**src/rtl/plr_pkg.sv**
```systemverilog
package plr_pkg;
  localparam int ID_W   = 8;
  localparam int LEN_W  = 8;
  localparam int OPC_W  = 16;
  localparam int WORD_W = 32;
  localparam int REG_AW = 4;

  localparam logic [REG_AW-1:0] RA_DEST  = 4'd0;
  localparam logic [REG_AW-1:0] RA_OPC   = 4'd1;
  localparam logic [REG_AW-1:0] RA_BASE  = 4'd2;
  localparam logic [REG_AW-1:0] RA_DLEN  = 4'd3;
  localparam logic [REG_AW-1:0] RA_OPCNT = 4'd4;
  localparam logic [REG_AW-1:0] RA_TRIG  = 4'd5;
  localparam int                RA_OPND  = 8;

  typedef enum logic [2:0] {S_IDLE, S_HDR, S_OPS, S_DREQ, S_DWAIT, S_DSEND} seq_st_e;
  typedef enum logic [1:0] {SEL_HDR, SEL_OPND, SEL_DATA} out_sel_e;

  function automatic logic [WORD_W-1:0] pack_hdr(logic [ID_W-1:0] src, logic [LEN_W-1:0] len,
                                                 logic [OPC_W-1:0] opc);
    return {src, len, opc};
  endfunction
endpackage

```
**src/rtl/plr_regs.sv**
```systemverilog
module plr_regs
  import plr_pkg::*;
#(
  parameter int ADDR_W  = 16,
  parameter int MAX_OPS = 8,
  parameter int DLEN_W  = 7,
  localparam int OPS_W  = $clog2(MAX_OPS + 1)
) (
  input  logic                  clk_i,
  input  logic                  rst_ni,
  input  logic                  wr_en_i,
  input  logic [REG_AW-1:0]     wr_addr_i,
  input  logic [WORD_W-1:0]     wr_data_i,
  input  logic                  wr_ok_i,
  output logic [ID_W-1:0]       dest_o,
  output logic [OPC_W-1:0]      opc_o,
  output logic [ADDR_W-1:0]     base_o,
  output logic [DLEN_W-1:0]     dlen_o,
  output logic [OPS_W-1:0]      opcnt_o,
  output logic [WORD_W-1:0]     opnd_o [MAX_OPS],
  output logic                  err_o,
  output logic                  trig_o
);
  logic wr_acc;
  assign wr_acc = wr_en_i && wr_ok_i;
  assign trig_o = wr_acc && (wr_addr_i == RA_TRIG);

  always_ff @(posedge clk_i or negedge rst_ni) begin
    if (!rst_ni) begin
      dest_o  <= '0;
      opc_o   <= '0;
      base_o  <= '0;
      dlen_o  <= '0;
      opcnt_o <= '0;
      err_o   <= 1'b0;
    end else if (wr_acc) begin
      case (wr_addr_i)
        RA_DEST: dest_o <= wr_data_i[ID_W-1:0];
        RA_OPC:  opc_o  <= wr_data_i[OPC_W-1:0];
        RA_BASE: base_o <= wr_data_i[ADDR_W-1:0];
        RA_DLEN: dlen_o <= wr_data_i[DLEN_W-1:0];
        RA_OPCNT: begin
          if (wr_data_i > WORD_W'(MAX_OPS)) begin
            opcnt_o <= OPS_W'(MAX_OPS);
            err_o   <= 1'b1;
          end else begin
            opcnt_o <= wr_data_i[OPS_W-1:0];
            err_o   <= 1'b0;
          end
        end
        default: ;
      endcase
    end
  end

  for (genvar k = 0; k < MAX_OPS; k++) begin : g_slot
    localparam logic [REG_AW-1:0] SLOT_A = REG_AW'(RA_OPND + k);
    always_ff @(posedge clk_i or negedge rst_ni) begin
      if (!rst_ni)                           opnd_o[k] <= '0;
      else if (wr_acc && wr_addr_i == SLOT_A) opnd_o[k] <= wr_data_i;
    end
  end
endmodule

```
**src/rtl/plr_seq.sv**
```systemverilog
module plr_seq
  import plr_pkg::*;
#(
  parameter int ADDR_W  = 16,
  parameter int MAX_OPS = 8,
  parameter int DLEN_W  = 7,
  localparam int OPS_W  = $clog2(MAX_OPS + 1),
  localparam int IDX_W  = (OPS_W > DLEN_W) ? OPS_W : DLEN_W
) (
  input  logic              clk_i,
  input  logic              rst_ni,
  input  logic              trig_i,
  input  logic [OPS_W-1:0]  opcnt_i,
  input  logic [DLEN_W-1:0] dlen_i,
  input  logic [ADDR_W-1:0] base_i,
  input  logic              tx_ready_i,
  input  logic [WORD_W-1:0] mem_rdata_i,
  output logic              busy_o,
  output logic              wr_ok_o,
  output out_sel_e          sel_o,
  output logic [IDX_W-1:0]  idx_o,
  output logic [WORD_W-1:0] hold_o,
  output logic              tx_valid_o,
  output logic              tx_last_o,
  output logic              mem_re_o,
  output logic [ADDR_W-1:0] mem_addr_o
);
  seq_st_e           st_q;
  logic [IDX_W-1:0]  idx_q;
  logic [WORD_W-1:0] hold_q;
  logic [IDX_W-1:0]  ops_x, dl_x, idx_nx;
  logic              ops_end, dat_end, fire;

  assign ops_x   = IDX_W'(opcnt_i);
  assign dl_x    = IDX_W'(dlen_i);
  assign idx_nx  = idx_q + IDX_W'(1);
  assign ops_end = (idx_nx == ops_x);
  assign dat_end = (idx_nx == dl_x);

  always_comb begin
    tx_valid_o = (st_q == S_HDR) || (st_q == S_OPS) || (st_q == S_DSEND);
    fire       = tx_valid_o && tx_ready_i;
    tx_last_o  = ((st_q == S_HDR) && ops_x == '0 && dl_x == '0)
              || ((st_q == S_OPS) && ops_end && dl_x == '0)
              || ((st_q == S_DSEND) && dat_end);
    // next fetch overlaps the accept of the current word
    mem_re_o   = (st_q == S_DREQ) || ((st_q == S_DSEND) && fire && !dat_end);
    mem_addr_o = base_i + ADDR_W'((st_q == S_DREQ) ? idx_q : idx_nx);
    case (st_q)
      S_HDR:   sel_o = SEL_HDR;
      S_OPS:   sel_o = SEL_OPND;
      default: sel_o = SEL_DATA;
    endcase
  end

  always_ff @(posedge clk_i or negedge rst_ni) begin
    if (!rst_ni) begin
      st_q   <= S_IDLE;
      idx_q  <= '0;
      hold_q <= '0;
    end else begin
      case (st_q)
        S_IDLE: if (trig_i) begin
          st_q  <= S_HDR;
          idx_q <= '0;
        end
        S_HDR: if (fire) begin
          idx_q <= '0;
          if (ops_x != '0)     st_q <= S_OPS;
          else if (dl_x != '0) st_q <= S_DREQ;
          else                 st_q <= S_IDLE;
        end
        S_OPS: if (fire) begin
          if (ops_end) begin
            idx_q <= '0;
            st_q  <= (dl_x != '0) ? S_DREQ : S_IDLE;
          end else begin
            idx_q <= idx_nx;
          end
        end
        S_DREQ: st_q <= S_DWAIT;
        S_DWAIT: begin
          hold_q <= mem_rdata_i;
          st_q   <= S_DSEND;
        end
        S_DSEND: if (fire) begin
          if (dat_end) st_q <= S_IDLE;
          else begin
            idx_q <= idx_nx;
            st_q  <= S_DWAIT;
          end
        end
        default: st_q <= S_IDLE;
      endcase
    end
  end

  assign busy_o  = (st_q != S_IDLE);
  assign wr_ok_o = (st_q == S_IDLE);
  assign idx_o   = idx_q;
  assign hold_o  = hold_q;
endmodule

```
**src/rtl/plr_out.sv**
```systemverilog
module plr_out
  import plr_pkg::*;
#(
  parameter int MAX_OPS = 8,
  parameter int DLEN_W  = 7,
  localparam int OPS_W  = $clog2(MAX_OPS + 1),
  localparam int IDX_W  = (OPS_W > DLEN_W) ? OPS_W : DLEN_W
) (
  input  out_sel_e          sel_i,
  input  logic [IDX_W-1:0]  idx_i,
  input  logic [ID_W-1:0]   src_i,
  input  logic [OPS_W-1:0]  opcnt_i,
  input  logic [DLEN_W-1:0] dlen_i,
  input  logic [OPC_W-1:0]  opc_i,
  input  logic [WORD_W-1:0] opnd_i [MAX_OPS],
  input  logic [WORD_W-1:0] hold_i,
  output logic [WORD_W-1:0] data_o
);
  logic [LEN_W-1:0]  len;
  logic [WORD_W-1:0] opnd_sel;

  assign len = LEN_W'(opcnt_i) + LEN_W'(dlen_i);

  always_comb begin
    opnd_sel = '0;
    for (int k = 0; k < MAX_OPS; k++)
      if (idx_i == IDX_W'(k)) opnd_sel = opnd_i[k];
  end

  always_comb begin
    case (sel_i)
      SEL_HDR:  data_o = pack_hdr(src_i, len, opc_i);
      SEL_OPND: data_o = opnd_sel;
      default:  data_o = hold_i;
    endcase
  end
endmodule

```
**src/rtl/pkt_launcher.sv**
```systemverilog
module pkt_launcher
  import plr_pkg::*;
#(
  parameter int ADDR_W  = 16,
  parameter int MAX_OPS = 8,
  parameter int DLEN_W  = 7
) (
  input  logic              clk_i,
  input  logic              rst_ni,
  input  logic [7:0]        node_id_i,
  input  logic              wr_en_i,
  input  logic [3:0]        wr_addr_i,
  input  logic [31:0]       wr_data_i,
  output logic              wr_ready_o,
  output logic              busy_o,
  output logic              err_o,
  output logic              mem_re_o,
  output logic [ADDR_W-1:0] mem_addr_o,
  input  logic [31:0]       mem_rdata_i,
  output logic              tx_valid_o,
  input  logic              tx_ready_i,
  output logic [31:0]       tx_data_o,
  output logic [7:0]        tx_dest_o,
  output logic              tx_last_o
);
  localparam int OPS_W = $clog2(MAX_OPS + 1);
  localparam int IDX_W = (OPS_W > DLEN_W) ? OPS_W : DLEN_W;

  logic [OPC_W-1:0]  opc;
  logic [ADDR_W-1:0] base;
  logic [DLEN_W-1:0] dlen;
  logic [OPS_W-1:0]  opcnt;
  logic [WORD_W-1:0] opnd [MAX_OPS];
  logic [WORD_W-1:0] hold;
  logic [IDX_W-1:0]  idx;
  logic              trig;
  out_sel_e          sel;

  plr_regs #(.ADDR_W(ADDR_W), .MAX_OPS(MAX_OPS), .DLEN_W(DLEN_W)) u_regs (
    .clk_i, .rst_ni, .wr_en_i, .wr_addr_i, .wr_data_i,
    .wr_ok_i (wr_ready_o),
    .dest_o  (tx_dest_o),
    .opc_o   (opc),
    .base_o  (base),
    .dlen_o  (dlen),
    .opcnt_o (opcnt),
    .opnd_o  (opnd),
    .err_o,
    .trig_o  (trig)
  );

  plr_seq #(.ADDR_W(ADDR_W), .MAX_OPS(MAX_OPS), .DLEN_W(DLEN_W)) u_seq (
    .clk_i, .rst_ni,
    .trig_i  (trig),
    .opcnt_i (opcnt),
    .dlen_i  (dlen),
    .base_i  (base),
    .tx_ready_i, .mem_rdata_i,
    .busy_o,
    .wr_ok_o (wr_ready_o),
    .sel_o   (sel),
    .idx_o   (idx),
    .hold_o  (hold),
    .tx_valid_o, .tx_last_o, .mem_re_o, .mem_addr_o
  );

  plr_out #(.MAX_OPS(MAX_OPS), .DLEN_W(DLEN_W)) u_out (
    .sel_i   (sel),
    .idx_i   (idx),
    .src_i   (node_id_i),
    .opcnt_i (opcnt),
    .dlen_i  (dlen),
    .opc_i   (opc),
    .opnd_i  (opnd),
    .hold_i  (hold),
    .data_o  (tx_data_o)
  );
endmodule

```
**config.mk**
```make
export PLATFORM = sky130hd
export DESIGN_NAME = pkt_launcher
export DESIGN_NICKNAME = d
export VERILOG_FILES = /design/src/rtl/plr_pkg.sv /design/src/rtl/plr_regs.sv /design/src/rtl/plr_seq.sv /design/src/rtl/plr_out.sv /design/src/rtl/pkt_launcher.sv
export SDC_FILE = /design/constraint.sdc
export NUM_CORES = 1
export LEC_CHECK = 0
export BUFFER_PORTS_ARGS = -buffer_cell sky130_fd_sc_hd__buf_2
export CORE_MARGIN = 2
export CORE_UTILIZATION = 55
export DETAILED_ROUTE_END_ITERATION = 16
export PLACE_DENSITY = 0.77
export SLEW_MARGIN = 20
export SYNTH_ARGS = -nofsm -noshare
export SYNTH_HDL_FRONTEND = slang
export SYNTH_SLANG_ARGS = --single-unit
export TNS_END_PERCENT = 30
```
**constraint.sdc**
```tcl
create_clock -name clk_i -period 9.75 [get_ports clk_i]
set_input_delay 1.95 -clock clk_i [delete_from_list [all_inputs] [get_ports clk_i]]
set_output_delay 1.95 -clock clk_i [all_outputs]
set_load 0.02 [all_outputs]
```
# [Word-level counts from Yosys, hierarchy flattened]
# Index checks and enable logic that the tools add are counted.
[totals] ff_bits=350 latch_bits=0 ram_bits=0 rom_bits=0 in_bits=80 out_inout_bits=62 memories=0
[classes] add_sub_neg=3 n_mul=0 div_mod_pow=0 order_cmp=1 n_eq_ne=34 n_shift=0 muxes=29 bitwise_logic=0 reduce_logical=41
[op_table] operator="two-way mux 32 bit" n=8
[op_table] operator="case mux 32 bit (2 select lines)" n=1
[op_table] operator="two-way mux 7 bit" n=7
[op_table] operator="== test 4 bit (second input constant)" n=8
[op_table] operator="greater-than comparator 32 x 4 -> 1 bit (second input constant)" n=1
[op_table] operator="== test 7 x 3 -> 1 bit (second input constant)" n=4
[op_table] operator="case mux 7 bit (4 select lines)" n=1
[op_table] operator="logical NOT 7 bit" n=3
[op_table] operator="two-way mux 3 bit" n=7
[op_table] operator="logical AND 1 bit" n=18
[op_table] operator="case mux 3 bit (6 select lines)" n=1
[op_table] operator="adder 16 bit" n=1
[op_table] operator="== test 7 x 2 -> 1 bit (second input constant)" n=2
[op_table] operator="nonzero test 7 bit" n=2
[op_table] operator="AND reduction 2 bit" n=5
[op_table] operator="adder 4 x 7 -> 8 bit" n=1
[op_table] operator="== test 4 x 2 -> 1 bit (second input constant)" n=2
[op_table] operator="== test 4 x 3 -> 1 bit (second input constant)" n=2
[op_table] operator="!= test 2 x 1 -> 1 bit (second input constant)" n=4
[op_table] operator="adder 7 x 1 -> 7 bit (second input constant)" n=1
[op_table] operator="== test 7 x 1 -> 1 bit (second input constant)" n=1
[op_table] operator="== test 7 x 4 -> 1 bit" n=1
[op_table] operator="== test 7 bit" n=1
[op_table] operator="== test 3 x 2 -> 1 bit (second input constant)" n=2
[op_table] operator="other kinds (18)" n=24

# [Logic depth before layout (Yosys ltp)]
[logic_depth] ltp_word=10 ltp_mapped=13 mapped_depth_nobuf=12

# [Hierarchy]
# A second synthesis with hierarchy kept.
[hier_totals] hier_cells=1473 hier_area_um2=17785.8
[modules_own_cells] mod="plr_regs" n_inst=1 cells_per_inst=705 area_each_um2=11624.9 seq_area_each_um2=7707.4
[modules_own_cells] mod="plr_out" n_inst=1 cells_per_inst=483 area_each_um2=3309.4 seq_area_each_um2=0.0
[modules_own_cells] mod="plr_seq" n_inst=1 cells_per_inst=285 area_each_um2=2851.5 seq_area_each_um2=1051.0

# [Worst setup path before layout]
# Ideal clock, no wire load.
[synth_path] path_kind="register -> output" start="register u_seq.idx_q[0], in the netlist u_seq.idx_o[0]" end="output mem_addr_o[9]" arrival_time_ns=2.845 required_time_ns=7.800 setup_slack_ns=4.955 stages_incl_launch_ff=13 path_cell_list="dfrtp_1 clkbuf_1 inv_1 ha_1 nand2_1 o21ai_0 ha_1 a21o_1 a21oi_1 o21ai_0 a2111o_1 nand4_1 xnor2_1"
[synth_between] elab_chain_len=3
[synth_lines] item="from (decl)" line="plr_seq.sv:29" text="logic [IDX_W-1:0] idx_q;"
[synth_lines] item="from (signal assigned)" line="plr_seq.sv:78" text="idx_q <= idx_nx;"
[synth_lines] item="from (signal assigned)" line="plr_seq.sv:89" text="idx_q <= idx_nx;"
[synth_lines] item="adder 7 x 1 -> 7 bit" line="plr_seq.sv:36" text="assign idx_nx = idx_q + IDX_W'(1);"
[synth_lines] item="two-way mux 7 bit *" line="plr_seq.sv:48" text="mem_addr_o = base_i + ADDR_W'((st_q == S_DREQ) ? idx_q : idx_nx);"
[synth_lines] item="adder 16 bit *" line="plr_seq.sv:48"
[synth_lines] item="to (decl)" line="pkt_launcher.sv:18" text="output logic [ADDR_W-1:0] mem_addr_o,"
# Every way passes the cells marked *; elsewhere a longest branch is shown, timed or not.

# [Final worst setup path]
[layout_path] start="register u_seq.idx_q[5], in the netlist u_seq.idx_o[5]" end="output tx_data_o[23]"
[layout_between] elab_chain_len=10 word_cells_on_any_way=17
[layout_lines] item="logical NOT 7 bit" line="plr_out.sv:27" text="if (idx_i == IDX_W'(k)) opnd_sel = opnd_i[k];"
[layout_lines] item="two-way mux 32 bit (7 in series)" line="plr_out.sv:27"
[layout_lines] item="two-way mux 32 bit *" line="plr_out.sv:27"
[layout_lines] item="case mux 32 bit (2 select lines) *" line="plr_out.sv:31" text="case (sel_i)"
[layout_lines] item="to (decl)" line="pkt_launcher.sv:22" text="output logic [31:0] tx_data_o,"
# Marks and branches as above.

==> results by group <==
Placed design
  • Post-Place Worst Slack: 4280 ps
  • Hpwl dp: 31670 um
  • Port-buffer cells: 141
  • Routability congestion estimate from global placement: 0.9704
  • Placement Cell Area: 17960 sq um

Clock network
  • Post CTS Setup Buffer Count: 0
  • CTS-repair resized insts: 0
  • Count of hold buffers inserted by post-cts repair: 0
  • Number of buffers added by the clock tree synthesis step: 37
  • Root Driver: sky130_fd_sc_hd__clkbuf_16
  • Clock transition at the registers of the reported paths: 60 ps
  • Clock net sink count: 350
  • Clock latency at the later pin of the worst-skew pair: 530 ps
  • Maximum clock insertion buffer count: 3
  • Count of H-tree levels built during CTS: 2
  • Clock tree from TritonCTS: done

Critical path
  • Critical path endpoint category: primary output
  • Largest fanout on the critical path: 18
  • Most prevalent standard cell on the critical path: sky130_fd_sc_hd__o21ai_0
  • Category of the critical setup timing path: flop to primary output
  • Data arrival time of the worst path: 4180 ps
  • Startpoint type of the worst setup path: flop
  • Sequence of cells on the critical path: nor3_2, nand3_1, buf_4, o21ai_0, nor2_1, a2111oi_0, o21ai_0, buf_2
  • Slowest cell on the critical path: sky130_fd_sc_hd__nand3_1
  • CP Data Required Time: 7800 ps
  • Biggest cell delay along the critical path: 860 ps

Global routing
  • Total routing resource utilization after global routing: 30.69%
  • Largest net degree at the start of global routing: 153
  • Number of antenna violations at the first check in global routing: 9
  • Global-route wire length before repair: 76700 um
  • Remaining global-route overflow: 0
  • Via count of the first global-routing pass: 12960

Floorplan
  • Initial cell density of the core: 55.72%
  • Number of top-level design ports: 142
  • Die extent in y: 179.8 um
  • Full die area: 32330 sq um
  • Area of the core: 30510 sq um
  • Number of rows in the core area: 64
  • Die outline width: 179.8 um

Logic synthesis
  • Area share of the largest cell type after synthesis: 51.52%
  • Post-synth top flop: sky130_fd_sc_hd__dfrtp_1
  • Number of distinct library cell variants in the gate-level netlist after synthesis: 67
  • Dominant cells by area after synthesis: sky130_fd_sc_hd__dfrtp_1, sky130_fd_sc_hd__mux2_2, sky130_fd_sc_hd__clkbuf_1, sky130_fd_sc_hd__a221oi_1, sky130_fd_sc_hd__a22oi_1
  • Sequential cell area fraction in the yosys report: 51.52%
  • Per-instance average area after synthesis: 12.04 sq um
  • Synth warnings: 0
  • Cell accounting for the most synthesized area: sky130_fd_sc_hd__dfrtp_1
  • Syn Nets: 1510
  • Cell area after technology mapping: 17000 sq um
  • Number of storage elements in the synthesis netlist: 350
  • Count of flip-flops with a built-in enable after synthesis: 0
  • Cell count after synthesis: 1412
  • Fraction of registers with async set or reset after synthesis: 100.0%

STA
  • Max Clock Freq: 163.2 MHz
  • Normalized max-slew margin: 25.00%
  • Setup repair after global routing missed its margin: no
  • Number of endpoints failing setup at the final stage: 0
  • Setup skew after layout: 21.09 ps
  • Final critical-path setup slack: 3622 ps
  • Final period demand of the worst path: 6128 ps
  • Pins Over Slew Limit: 0
  • Final setup TNS: 0 ps
  • Final Hold Vio Count: 0
  • Tcrit/Tclk final: 62.85%
  • Worst-Margin Slew: 1125 ps

Finish
  • Post-layout instance area: 19200 sq um
  • Nets: 1594
  • Number of fill cells in the layout: 2355
  • Commonest cells after routing, fill and taps aside: sky130_fd_sc_hd__dfrtp_1, sky130_fd_sc_hd__mux2_2, sky130_fd_sc_hd__buf_2, sky130_fd_sc_hd__nand2_1
  • Most common cell after layout, fill and taps aside: sky130_fd_sc_hd__dfrtp_1
  • Share of layout cells above drive strength 1: 37.39%
  • Layout Area Growth over Synthesis: 12.92%

Detailed routing
  • Iteration-0 DRC Markers: 1424
  • DR vias/cell: 6.626
  • Post-detailed-route wirelength per cell: 25.94 um
  • Number of vias after detailed routing: 12760
  • Remaining antenna violation count after routing: 0
  • Count of unresolved DRC violations after routing: 0
  • First drt pass iteration count: 6
  • Final wirelength: 49940 um

Power and ir drop
  • Peak ir drop on the vdd network: 0.1506 mV
  • Total power per unit cell area: 322.0 nW/um^2
  • Leakage power summed over all cells: 9.022 nW

Job
  • # Max-Cap Violations: 0

Min path
  • Type of the worst min-delay path: flop to flop

Run status
  • Run status: finished clean
[stage by stage]
stage               total power, mW  util [%]  hold WS [ps]  std cells
global placement              4.636     58.88         460.4       1853
global route                  6.484     62.91         510.2       1924
detailed placement            4.735     58.88         475.8       1853
CTS                           6.150     62.87         490.0       1918
floorplan                     3.953         -         444.7       1412
finish                        6.181     62.92         486.4       1925
[power by group]
part	internal, mW	total, mW	switching, mW
registers	2.07	2.48	0.403
logic	1.01	2.29	1.29
clock network	0.837	1.41	0.575
total	3.92	6.18	2.26
[sequential cells by signal, summed over array words and instances (netlist names)]
| name | cells |
|---|---|
| u_regs.opcnt_o | 4 |
| u_seq.hold_o | 32 |
| u_regs.opnd_o | 256 |
| u_regs.dest_o | 8 |
| u_regs.opc_o | 16 |
| u_regs.base_o | 16 |
| u_regs.dlen_o | 7 |
| u_regs.err_o | 1 |
| u_seq.idx_o | 7 |
| u_seq.st_q | 3 |
[cell families (layout without fill, tap and decap cells)]
group	Yosys count	count (layout)	synth area share [%]
buf+inv	139	249	3.297
fa+ha+maj	18	18	1.413
mux	328	328	21.71
compound gates	285	285	12.49
xor+xnor	39	39	2.009
flops	350	350	51.52
simple gates	253	253	7.559
other cells	0	7	0
[cells in the mapped netlist (all sizes together) (19+ instances only)]
master  number
buf         28
a211oi      19
dfrtp      350
o21ai       59
nand2       64
nor2        62
xnor2       29
inv         23
nor3        39
a22oi       42
a221o       27
a221oi      36
clkbuf      87
mux2       326
o22ai       20
and3        24
[routing by layer]
metal	track usage (%)	vias to the layer above	routed length, um
met5	0	-	27
met4	13.79	4	2128
met3	8.995	135	4968
met2	46.25	677	22350
met1	41.33	6503	20470
li1	-	5436	-
[worst max-delay path: cells and delay by family (launching register included)]
kind / cells / cell delay, ps
flip-flops: 1 / 510
buffers and inverters: 2 / 710
AO/OA/AOI/OAI: 3 / 880
AND/OR/NAND/NOR: 3 / 1540
[area by class of cell]
type | instances | area (sq um) | area share (%)
Antenna cell | 7 | 17.52 | 0.09125
Tap cell | 396 | 495.5 | 2.581
Inverter | 24 | 90.09 | 0.4693
Sequential cell | 350 | 8758 | 45.62
Timing Repair Buffer | 160 | 870.8 | 4.536
Multi-Input combinational cell | 923 | 7750 | 40.37
Clock inverter | 9 | 107.6 | 0.5605
Clock buffer | 56 | 1107 | 5.768
[worst paths after layout]
kind / to / slack (ps) / cells past startpoint / from
worst max register to register: u_seq.idx_o[3]$_DFFE_PN0P_ / 6680 / 7 / u_seq.idx_o[0]$_DFFE_PN0P_
min in group asynchronous: u_seq.hold_o[13]$_DFFE_PN0P_ / 1460 / 1 / rst_ni
worst min register to register: u_regs.opc_o[3]$_DFFE_PN0P_ / 490 / 2 / u_regs.opc_o[3]$_DFFE_PN0P_
max in group asynchronous: u_regs.dest_o[2]$_DFFE_PN0P_ / 6760 / 2 / rst_ni
worst max-delay path: tx_data_o[23] / 3620 / 8 / u_seq.idx_o[5]$_DFFE_PN0P_
worst min-delay path: u_regs.opc_o[3]$_DFFE_PN0P_ / 490 / 2 / u_regs.opc_o[3]$_DFFE_PN0P_
No activity file was read; power rests on OpenSTA's default activity.
